## config.mk

```make
export PLATFORM = sky130hd
export DESIGN_NAME = tws_slave_engine
export DESIGN_NICKNAME = d
export VERILOG_FILES = /design/src/rtl/tws_pkg.sv /design/src/rtl/tws_line_events.sv /design/src/rtl/tws_shift_unit.sv /design/src/rtl/tws_busy_timer.sv /design/src/rtl/tws_slave_engine.sv
export SDC_FILE = /design/constraint.sdc
export NUM_CORES = 1
export LEC_CHECK = 0
export ABC_AREA = 0
export BUFFER_PORTS_ARGS = -buffer_cell sky130_fd_sc_hd__buf_2
export CORE_MARGIN = 1
export CORE_UTILIZATION = 54
export CTS_BUF_LIST = sky130_fd_sc_hd__clkbuf_4
export CTS_CLUSTER_DIAMETER = 80
export DETAILED_ROUTE_END_ITERATION = 7
export GPL_TIMING_DRIVEN = 0
export PLACE_DENSITY = 0.87
export SKIP_LAST_GASP = 1
export SYNTH_ARGS = -nofsm -noshare
export SYNTH_HDL_FRONTEND = slang
export SYNTH_SLANG_ARGS = --single-unit
```

## constraint.sdc

```tcl
create_clock -name clk -period 1.9 [get_ports clk]
set_input_delay 0.38 -clock clk [delete_from_list [all_inputs] [get_ports clk]]
set_output_delay 0.38 -clock clk [all_outputs]
set_load 0.01 [all_outputs]
```

## src/rtl/tws_pkg.sv

```systemverilog
package tws_pkg;

  localparam int BYTE_W = 8;
  localparam int STRAP_W = 3;
  localparam int TYPE_W = BYTE_W - STRAP_W - 1;

  typedef enum logic [2:0] {
    ST_IDLE,
    ST_ADDR,
    ST_ADDR_ACK,
    ST_RECV,
    ST_RECV_ACK,
    ST_SEND,
    ST_SEND_ACK
  } tws_state_e;

  // Address byte without its direction bit: type code on top, straps below.
  function automatic logic addr_selects(input logic [BYTE_W-1:1] head,
                                        input logic [TYPE_W-1:0] code,
                                        input logic [STRAP_W-1:0] strap);
    return (head[BYTE_W-1 -: TYPE_W] == code) && (head[STRAP_W:1] == strap);
  endfunction

  // Bit counter value that marks a whole byte received or sent.
  function automatic logic byte_full(input logic [3:0] cnt);
    return cnt == 4'(BYTE_W);
  endfunction

endpackage

```

## src/rtl/tws_line_events.sv

```systemverilog
module tws_line_events (
  input  logic clk,
  input  logic rst_n,
  input  logic scl_i,
  input  logic sda_i,
  output logic ev_start,
  output logic ev_stop,
  output logic ev_rise,
  output logic ev_fall
);
  logic scl_q;
  logic sda_q;

  always_ff @(posedge clk or negedge rst_n) begin
    if (!rst_n) begin
      scl_q <= 1'b1;
      sda_q <= 1'b1;
    end else begin
      scl_q <= scl_i;
      sda_q <= sda_i;
    end
  end

  // Data moves with the clock line held high in two samples: start or stop.
  assign ev_start = scl_i && scl_q && sda_q && !sda_i;
  assign ev_stop  = scl_i && scl_q && !sda_q && sda_i;
  assign ev_rise  = scl_i && !scl_q;
  assign ev_fall  = !scl_i && scl_q;
endmodule

```

## src/rtl/tws_shift_unit.sv

```systemverilog
module tws_shift_unit #(
  parameter int BYTE_W = 8
) (
  input  logic              clk,
  input  logic              rst_n,
  input  logic              rx_shift,
  input  logic              rx_bit,
  input  logic              tx_load,
  input  logic              tx_shift,
  input  logic [BYTE_W-2:0] tx_tail,
  output logic [BYTE_W-1:0] rx_byte,
  output logic              tx_next_bit
);
  // Only the bits still to be sent after the first are held.
  logic [BYTE_W-2:0] tx_rest;

  always_ff @(posedge clk or negedge rst_n) begin
    if (!rst_n) begin
      rx_byte <= '0;
      tx_rest <= '0;
    end else begin
      if (rx_shift) rx_byte <= {rx_byte[BYTE_W-2:0], rx_bit};
      if (tx_load) tx_rest <= tx_tail;
      else if (tx_shift) tx_rest <= {tx_rest[BYTE_W-3:0], 1'b0};
    end
  end

  assign tx_next_bit = tx_rest[BYTE_W-2];
endmodule

```

## src/rtl/tws_busy_timer.sv

```systemverilog
module tws_busy_timer #(
  parameter int CYCLES = 250000
) (
  input  logic clk,
  input  logic rst_n,
  input  logic start,
  output logic busy
);
  localparam int CW = $clog2(CYCLES + 1);

  logic [CW-1:0] remain;

  always_ff @(posedge clk or negedge rst_n) begin
    if (!rst_n) remain <= '0;
    else if (start) remain <= CW'(CYCLES);
    else if (remain != '0) remain <= remain - CW'(1);
  end

  assign busy = remain != '0;
endmodule

```

## src/rtl/tws_slave_engine.sv

```systemverilog
module tws_slave_engine
  import tws_pkg::*;
#(
  parameter logic [3:0] TYPE_CODE = 4'b1010,
  parameter int WRITE_CYCLES = 250000
) (
  input  logic        clk,
  input  logic        rst_n,
  input  logic        scl_i,
  input  logic        sda_i,
  input  logic [2:0]  strap_i,
  input  logic [7:0]  tx_data_i,
  output logic        sda_oe_o,
  output logic        addr_hit_o,
  output logic        rw_o,
  output logic        rx_valid_o,
  output logic        rx_first_o,
  output logic [7:0]  rx_data_o,
  output logic        tx_take_o,
  output logic        busy_o,
  output logic        wr_commit_o
);
  tws_state_e state;
  logic [3:0] bitcnt;
  logic       word_next;
  logic       data_seen;
  logic       master_ack;

  logic       ev_start, ev_stop, ev_rise, ev_fall;
  logic [7:0] rx_byte;
  logic       tx_next_bit;

  // Named internal events shared by the datapath and the checker.
  logic in_rx_state, rx_shift, tx_shift, load_now, addr_ok;

  tws_line_events u_events (
    .clk      (clk),
    .rst_n    (rst_n),
    .scl_i    (scl_i),
    .sda_i    (sda_i),
    .ev_start (ev_start),
    .ev_stop  (ev_stop),
    .ev_rise  (ev_rise),
    .ev_fall  (ev_fall)
  );

  assign in_rx_state = (state == ST_ADDR) || (state == ST_RECV);
  assign rx_shift = ev_rise && in_rx_state && (bitcnt < 4'd8);
  assign tx_shift = ev_fall && (state == ST_SEND) && (bitcnt != 4'd0) && !byte_full(bitcnt);
  assign load_now = ev_fall && !ev_start && !ev_stop &&
                    (((state == ST_ADDR_ACK) && rw_o) || ((state == ST_SEND_ACK) && master_ack));
  assign addr_ok = !busy_o && addr_selects(rx_byte[7:1], TYPE_CODE, strap_i);

  tws_shift_unit #(.BYTE_W(BYTE_W)) u_shift (
    .clk         (clk),
    .rst_n       (rst_n),
    .rx_shift    (rx_shift),
    .rx_bit      (sda_i),
    .tx_load     (load_now),
    .tx_shift    (tx_shift),
    .tx_tail     (tx_data_i[6:0]),
    .rx_byte     (rx_byte),
    .tx_next_bit (tx_next_bit)
  );

  tws_busy_timer #(.CYCLES(WRITE_CYCLES)) u_timer (
    .clk   (clk),
    .rst_n (rst_n),
    .start (wr_commit_o),
    .busy  (busy_o)
  );

  always_ff @(posedge clk or negedge rst_n) begin
    if (!rst_n) begin
      state       <= ST_IDLE;
      bitcnt      <= '0;
      word_next   <= 1'b0;
      data_seen   <= 1'b0;
      master_ack  <= 1'b0;
      sda_oe_o    <= 1'b0;
      addr_hit_o  <= 1'b0;
      rw_o        <= 1'b0;
      rx_valid_o  <= 1'b0;
      rx_first_o  <= 1'b0;
      rx_data_o   <= '0;
      tx_take_o   <= 1'b0;
      wr_commit_o <= 1'b0;
    end else begin
      addr_hit_o  <= 1'b0;
      rx_valid_o  <= 1'b0;
      tx_take_o   <= load_now;
      wr_commit_o <= 1'b0;
      if (rx_shift) bitcnt <= bitcnt + 4'd1;
      if (ev_start) begin
        state    <= ST_ADDR;
        bitcnt   <= '0;
        sda_oe_o <= 1'b0;
      end else if (ev_stop) begin
        state    <= ST_IDLE;
        bitcnt   <= '0;
        sda_oe_o <= 1'b0;
        if (data_seen) begin
          wr_commit_o <= 1'b1;
          data_seen   <= 1'b0;
        end
      end else begin
        unique case (state)
          ST_ADDR: begin
            if (ev_fall && byte_full(bitcnt)) begin
              if (addr_ok) begin
                sda_oe_o   <= 1'b1;
                rw_o       <= rx_byte[0];
                addr_hit_o <= 1'b1;
                state      <= ST_ADDR_ACK;
              end else begin
                state <= ST_IDLE;
              end
            end
          end
          ST_RECV: begin
            if (ev_fall && byte_full(bitcnt)) begin
              sda_oe_o   <= 1'b1;
              rx_valid_o <= 1'b1;
              rx_data_o  <= rx_byte;
              rx_first_o <= word_next;
              if (!word_next) data_seen <= 1'b1;
              word_next  <= 1'b0;
              state      <= ST_RECV_ACK;
            end
          end
          ST_ADDR_ACK: begin
            if (ev_fall) begin
              bitcnt <= '0;
              if (rw_o) begin
                sda_oe_o <= !tx_data_i[7];
                state    <= ST_SEND;
              end else begin
                sda_oe_o  <= 1'b0;
                word_next <= 1'b1;
                state     <= ST_RECV;
              end
            end
          end
          ST_RECV_ACK: begin
            if (ev_fall) begin
              sda_oe_o <= 1'b0;
              bitcnt   <= '0;
              state    <= ST_RECV;
            end
          end
          ST_SEND: begin
            if (ev_rise && (bitcnt < 4'd8)) bitcnt <= bitcnt + 4'd1;
            if (ev_fall) begin
              if (byte_full(bitcnt)) begin
                sda_oe_o <= 1'b0;
                state    <= ST_SEND_ACK;
              end else if (tx_shift) begin
                sda_oe_o <= !tx_next_bit;
              end
            end
          end
          ST_SEND_ACK: begin
            if (ev_rise) master_ack <= !sda_i;
            if (ev_fall) begin
              bitcnt <= '0;
              if (master_ack) begin
                sda_oe_o <= !tx_data_i[7];
                state    <= ST_SEND;
              end else begin
                state <= ST_IDLE;
              end
            end
          end
          default: ;
        endcase
      end
    end
  end
endmodule

```

After elaboration in Yosys (flattened, before gate mapping)
Cells that the tools add are included.
- eq/ne operators: 23
- divide/modulo/power cells: 0
- multiplexer cells: 57
- order comparisons: 1
- shift-type cells: 0
- $mul: 0
- add/subtract/negate cells: 2
- bitwise logic cells: 2
- reduce and logical (&&, ||, !) cells: 49
- operators by type and width (cell ; number):
    2-to-1 mux 18 bit ; 2
    2-to-1 mux 3 bit ; 11
    2-to-1 mux 1 bit ; 32
    inequality test 4 bit (second input constant) ; 6
    logical AND 1 bit ; 21
    2-to-1 mux 4 bit ; 5
    one-hot mux 3 bit (6 select lines) ; 1
    nonzero test 18 bit ; 1
    subtractor 18 x 1 -> 18 bit (second input constant) ; 1
    2-to-1 mux 7 bit ; 2
    inequality test 4 x 3 -> 1 bit (second input constant) ; 3
    AND reduction 4 bit ; 3
    zero test 1 bit ; 10
    AND reduction 10 bit ; 1
    nonzero test 2 bit ; 5
    equality test 3 bit (second input constant) ; 3
    equality test 4 bit (second input constant) ; 2
    one-hot mux 4 bit (2 select lines) ; 1
    AND reduction 8 bit ; 1
    nonzero test 8 bit ; 1
    equality test 3 x 2 -> 1 bit (second input constant) ; 2
    one-hot mux 1 bit (6 select lines) ; 1
    AND reduction 6 bit ; 1
    inequality test 5 x 4 -> 1 bit (second input constant) ; 1
    13 further kinds ; 17
- flip-flop bits (word level): 60
- input port bits: 15
- RAM bits: 0
- bits in latches: 0
- output and inout bits: 16
- memories kept: 0
- ROM bits: 0

Logic depth before layout (Yosys ltp)
- depth in word-level cells: 11
- mapped depth: 7
- mapped depth without buffers: 7

Cells and area by module
A second synthesis with hierarchy kept.
- cells, all modules: 302
- area, all modules: 3203.1 um^2
- by module, submodules not included (module ; cells an instance ; area each (um^2) ; sequential area each (um^2) ; instances):
    tws_slave_engine ; 141 ; 1402.6 ; 625.6 ; 1
    tws_busy_timer ; 108 ; 1059.8 ; 450.4 ; 1
    tws_shift_unit ; 47 ; 653.1 ; 375.4 ; 1
    tws_line_events ; 6 ; 87.6 ; 52.6 ; 1

Worst setup path after synthesis
Ideal clock, no wire load.
- path kind: reg-to-reg
- start: reg u_timer.remain[8]
- end: reg rw_o
- path slack: 0.057 ns
- path buffers: 1
- arrival: 1.715 ns
- stages on the path, launching flop included: 7
- cells stage by stage: dfrtp_1 nor4_4 and4_1 buf_6 nand3_4 nor4_4 mux2_1
- cells in the longest elaborated chain, start to end: 4
- ends and longest elaborated chain (what ; line ; RTL):
    start: declaration ; tws_busy_timer.sv:11 ; logic [CW-1:0] remain;
    start signal: assignment ; tws_busy_timer.sv:15 ; else if (start) remain <= CW'(CYCLES);
    start signal: assignment ; tws_busy_timer.sv:16 ; else if (remain != '0) remain <= remain - CW'(1);
    nonzero test 18 bit ; tws_busy_timer.sv:19 ; assign busy = remain != '0;
    zero test 1 bit ; tws_slave_engine.sv:52 ; assign addr_ok = !busy_o && addr_selects(rx_byte[7:1], TYPE_CODE, strap_i);
    logical AND 1 bit ; tws_slave_engine.sv:52 ;
    AND reduction 5 bit (no source line) ; n/a ;
    end signal: assignment ; tws_slave_engine.sv:112 ; rw_o <= rx_byte[0];
    end: declaration ; tws_slave_engine.sv:15 ; output logic rw_o,
No other way between the ends.
A chain may end at the register's enable or synchronous reset.

Worst setup path in the final report
- start: reg u_timer.remain[10]
- end: out busy_o
- cells in the longest elaborated chain, start to end: 1
- ends and longest elaborated chain (what ; line ; RTL):
    nonzero test 18 bit ; tws_busy_timer.sv:19 ;
    end: declaration ; tws_slave_engine.sv:20 ; output logic busy_o,
No other way between the ends.

==> out/metrics.yaml <==
syn_area_mm2: 0.003131
clock_skew_ns: 0.01421
worst_setup_path_start_kind: "register"
rsz0062_at_grt: "true"
root_buffer: "clkbuf_4"
diodes: 0
hold_class: "in2async"
drive_above_1_share_pct: 32.95
timing.slew.headroom_pct: 51.15
ios: 31
layout_setup_ws_ns: -0.1748
multi_input_area_mm2: 0.001565
synth_cell_type_count: 58
postLayoutCellArea_mm2: 0.003762
drtIter0Drc: 99
p_leak_nw: 1.831
hold_viol: 0
yosysTopAreaCell: "dfrtp_1"
place.gp.congestion: 0.9216
synth_top_area_share_pct: 46.36
critPathMaxFanout: 2
cts_hold_buffers: 0
fp.dieH_um: 78.14
place_hpwl_um: 4461
clk_pin_slew_worst_paths_ns: 0.11
avgSynthCellArea_um2: 10.91
area_delta_synth_final_pct: 20.18
cp.arrival_ns: 1.69
layoutNonFillerInstCount: 424
fill_cells: 434
ys_seq_area_share_pct: 48.04
syn_inst: 287
clkSinkCount: 60
period_needed_ns: 2.075
grt-ovfl-total: 0
remaining_drc_errors: 0
seqCellArea_mm2: 0.001506
routed_wl_um: 7010
ys_ff_latch: 60
dp.cells: 389
start_util_pct: 56.50
fin_util_pct: 67.91
synth_area_leaders: "dfrtp_1 46%, mux2_2 6.1%, nor4_4 4.1%"
port_buffers: 30
final.period_utilization_pct: 109.2
htreeDepth: 3
critPathKind: "reg2out"
end_kind: "output port"
rows: 27
nets: 366
wl_per_cell_um: 16.53
drtAntennaViolNets: 0
synthFlopType: "dfrtp_1"
die-area_mm2: 0.006106
worst_pin_slew_ns: 0.7327
peakVddDrop_mv: 0.6285
fp.dieW_um: 78.14
via_count: 2473
fmax_ghz: 0.4820
place_area_mm2: 0.003371
synth-edff-count: 0
grt_pass1_wl_um: 11520
grt_max_degree: 61
first_global_vias: 2502
pwr_density_cell_mw_per_mm2: 871.1
tritoncts: "done"
cp.required_ns: 1.52
insertion_delay_ns: 0.42
numCtsBuffers: 9
avgViaCountPerCell: 5.833
core_area_mm2: 0.005540
ys.warnings.count: 0
track_usage_pct: 24.84
antenna_found_initial: 0
first_pass_iters: 4
slew_viol_final: 0
cts.path.max_buffers: 2
setup_violations: 4
async_reset_ff_share_pct: 100.0
failed_checks: "setup timing"
maxCapViolCount: 0
syn-num-nets: 306
outcome: "finished with violations"
kinds of logic (layout without fill, tap and decap cells):
logic type	count (synthesis)	in the layout	synth area share, %
buffers and inverters	24	89	3.437
AO/OA/AOI/OAI	52	52	12.07
XOR/XNOR	22	22	6.155
AND/OR/NAND/NOR	103	103	20.94
multiplexers	22	22	7.754
flip-flops	60	60	48.04
adder cells (fa/ha/maj)	4	4	1.599
layout by cell type (no fill, tap or decap), types with 3 or more instances in the layout:
cell	Yosys	final
nor4_1	3	3
clkinvlp_4	0	3
o21ai_0	6	4
a21oi_1	5	5
a31oi_1	4	4
a22oi_1	7	7
nand2b_1	9	9
nor2_1	30	28
inv_1	11	11
dfrtp_1	58	56
nor3_1	4	3
nor2b_1	3	3
ha_1	4	4
buf_2	5	31
mux2_2	17	17
nand2_1	19	18
xor2_1	13	13
nor4_4	6	6
buf_4	0	22
xnor2_1	9	9
o211ai_1	7	7
nand3_1	8	7
clkbuf_4	1	10
buf_6	1	3
mux2i_1	4	4
synth_stat cells, types with 3 or more instances:
master    instances
dfrtp_1          58
nor2_1           30
nand2_1          19
mux2_2           17
xor2_1           13
inv_1            11
nand2b_1          9
xnor2_1           9
nand3_1           8
a22oi_1           7
o211ai_1          7
nor4_4            6
o21ai_0           6
a21oi_1           5
buf_2             5
clkbuf_1          5
a31oi_1           4
ha_1              4
mux2i_1           4
nor3_1            4
a211oi_1          3
nor2b_1           3
nor3b_1           3
nor4_1            3
cell type report:
type                    count  share of cell area (%)
clock inverters             7                   2.660
plain buffers              12                   2.095
repair buffers             50                   8.314
multi-input cells         203                   41.60
clock buffers               9                   1.796
well taps                  72                   2.394
inverters                  11                   1.097
flip-flops and latches     60                   40.04
state kept, by name, summed over array words and instances (netlist names), 3 cells and up:
signal,cells
bitcnt,4
u_timer.remain,18
rx_data_o,8
state,3
u_shift.rx_byte,8
u_shift.tx_rest,7
where the power goes:
part           internal [mW]  switching [mW]
clock network          0.538           0.515
registers               1.38          0.0907
logic                  0.313           0.437
path summary, 6_finish.rpt:
check / endpoint / slack (ns) / startpoint / cells after the start
hold reg to reg: u_shift.tx_rest[4]$_DFFE_PN0P_ / 0.49 / u_shift.tx_rest[4]$_DFFE_PN0P_ / 2
setup reg to reg: rw_o$_DFFE_PN0P_ / -0.15 / u_timer.remain[10]$_DFFE_PN0P_ / 7
hold / removal: u_timer.remain[16]$_DFFE_PN0P_ / 0.0008 / rst_n / 1
setup / recovery: busy_o / -0.17 / u_timer.remain[10]$_DFFE_PN0P_ / 5
min in group clk: u_events.scl_q$_DFF_PN1_ / 0.08 / scl_i / 1
max in group asynchronous: u_timer.remain[3]$_DFFE_PN0P_ / 1.37 / rst_n / 1
metal layers:
| metal | global-route usage [%] | vias up | share of wire, % |
|---|---|---|---|
| met5 | 0 | - | 0 |
| met4 | 11.48 | 0 | 1.7 |
| met2 | 42.11 | 73 | 51 |
| met3 | 6.977 | 11 | 4.9 |
| met1 | 29.14 | 1229 | 42 |
| li1 | - | 1160 | - |
per-stage QoR:
stage	TNS, ns	total power, mW	hold WS [ns]	setup slack, ns
finish	-0.4557	3.277	0.0007954	-0.1748
global route	-1.110	3.435	0.04810	-0.2797
CTS	-0.2187	3.241	0.07523	-0.1753
detailed placement	-1.448	2.177	0.4668	-0.1616
global placement	-1.277	2.151	0.4623	-0.1145
floorplan	0	1.990	0.08441	0.05704
worst max-delay path, stage by stage (launching register included):
cell and delay [ns]:
dfrtp_1 0.43, nor4_4 0.32, and4_1 0.25, buf_6 0.12
nand2_4 0.05, buf_6 0.11
repair_timing:
action                                  CTS  global route
endpoints found under the setup margin   19            31
buffers inserted                         14             7
pin swaps                                 7             6
gates resized for setup                   8            19
Power figures use the tool's default switching activity.
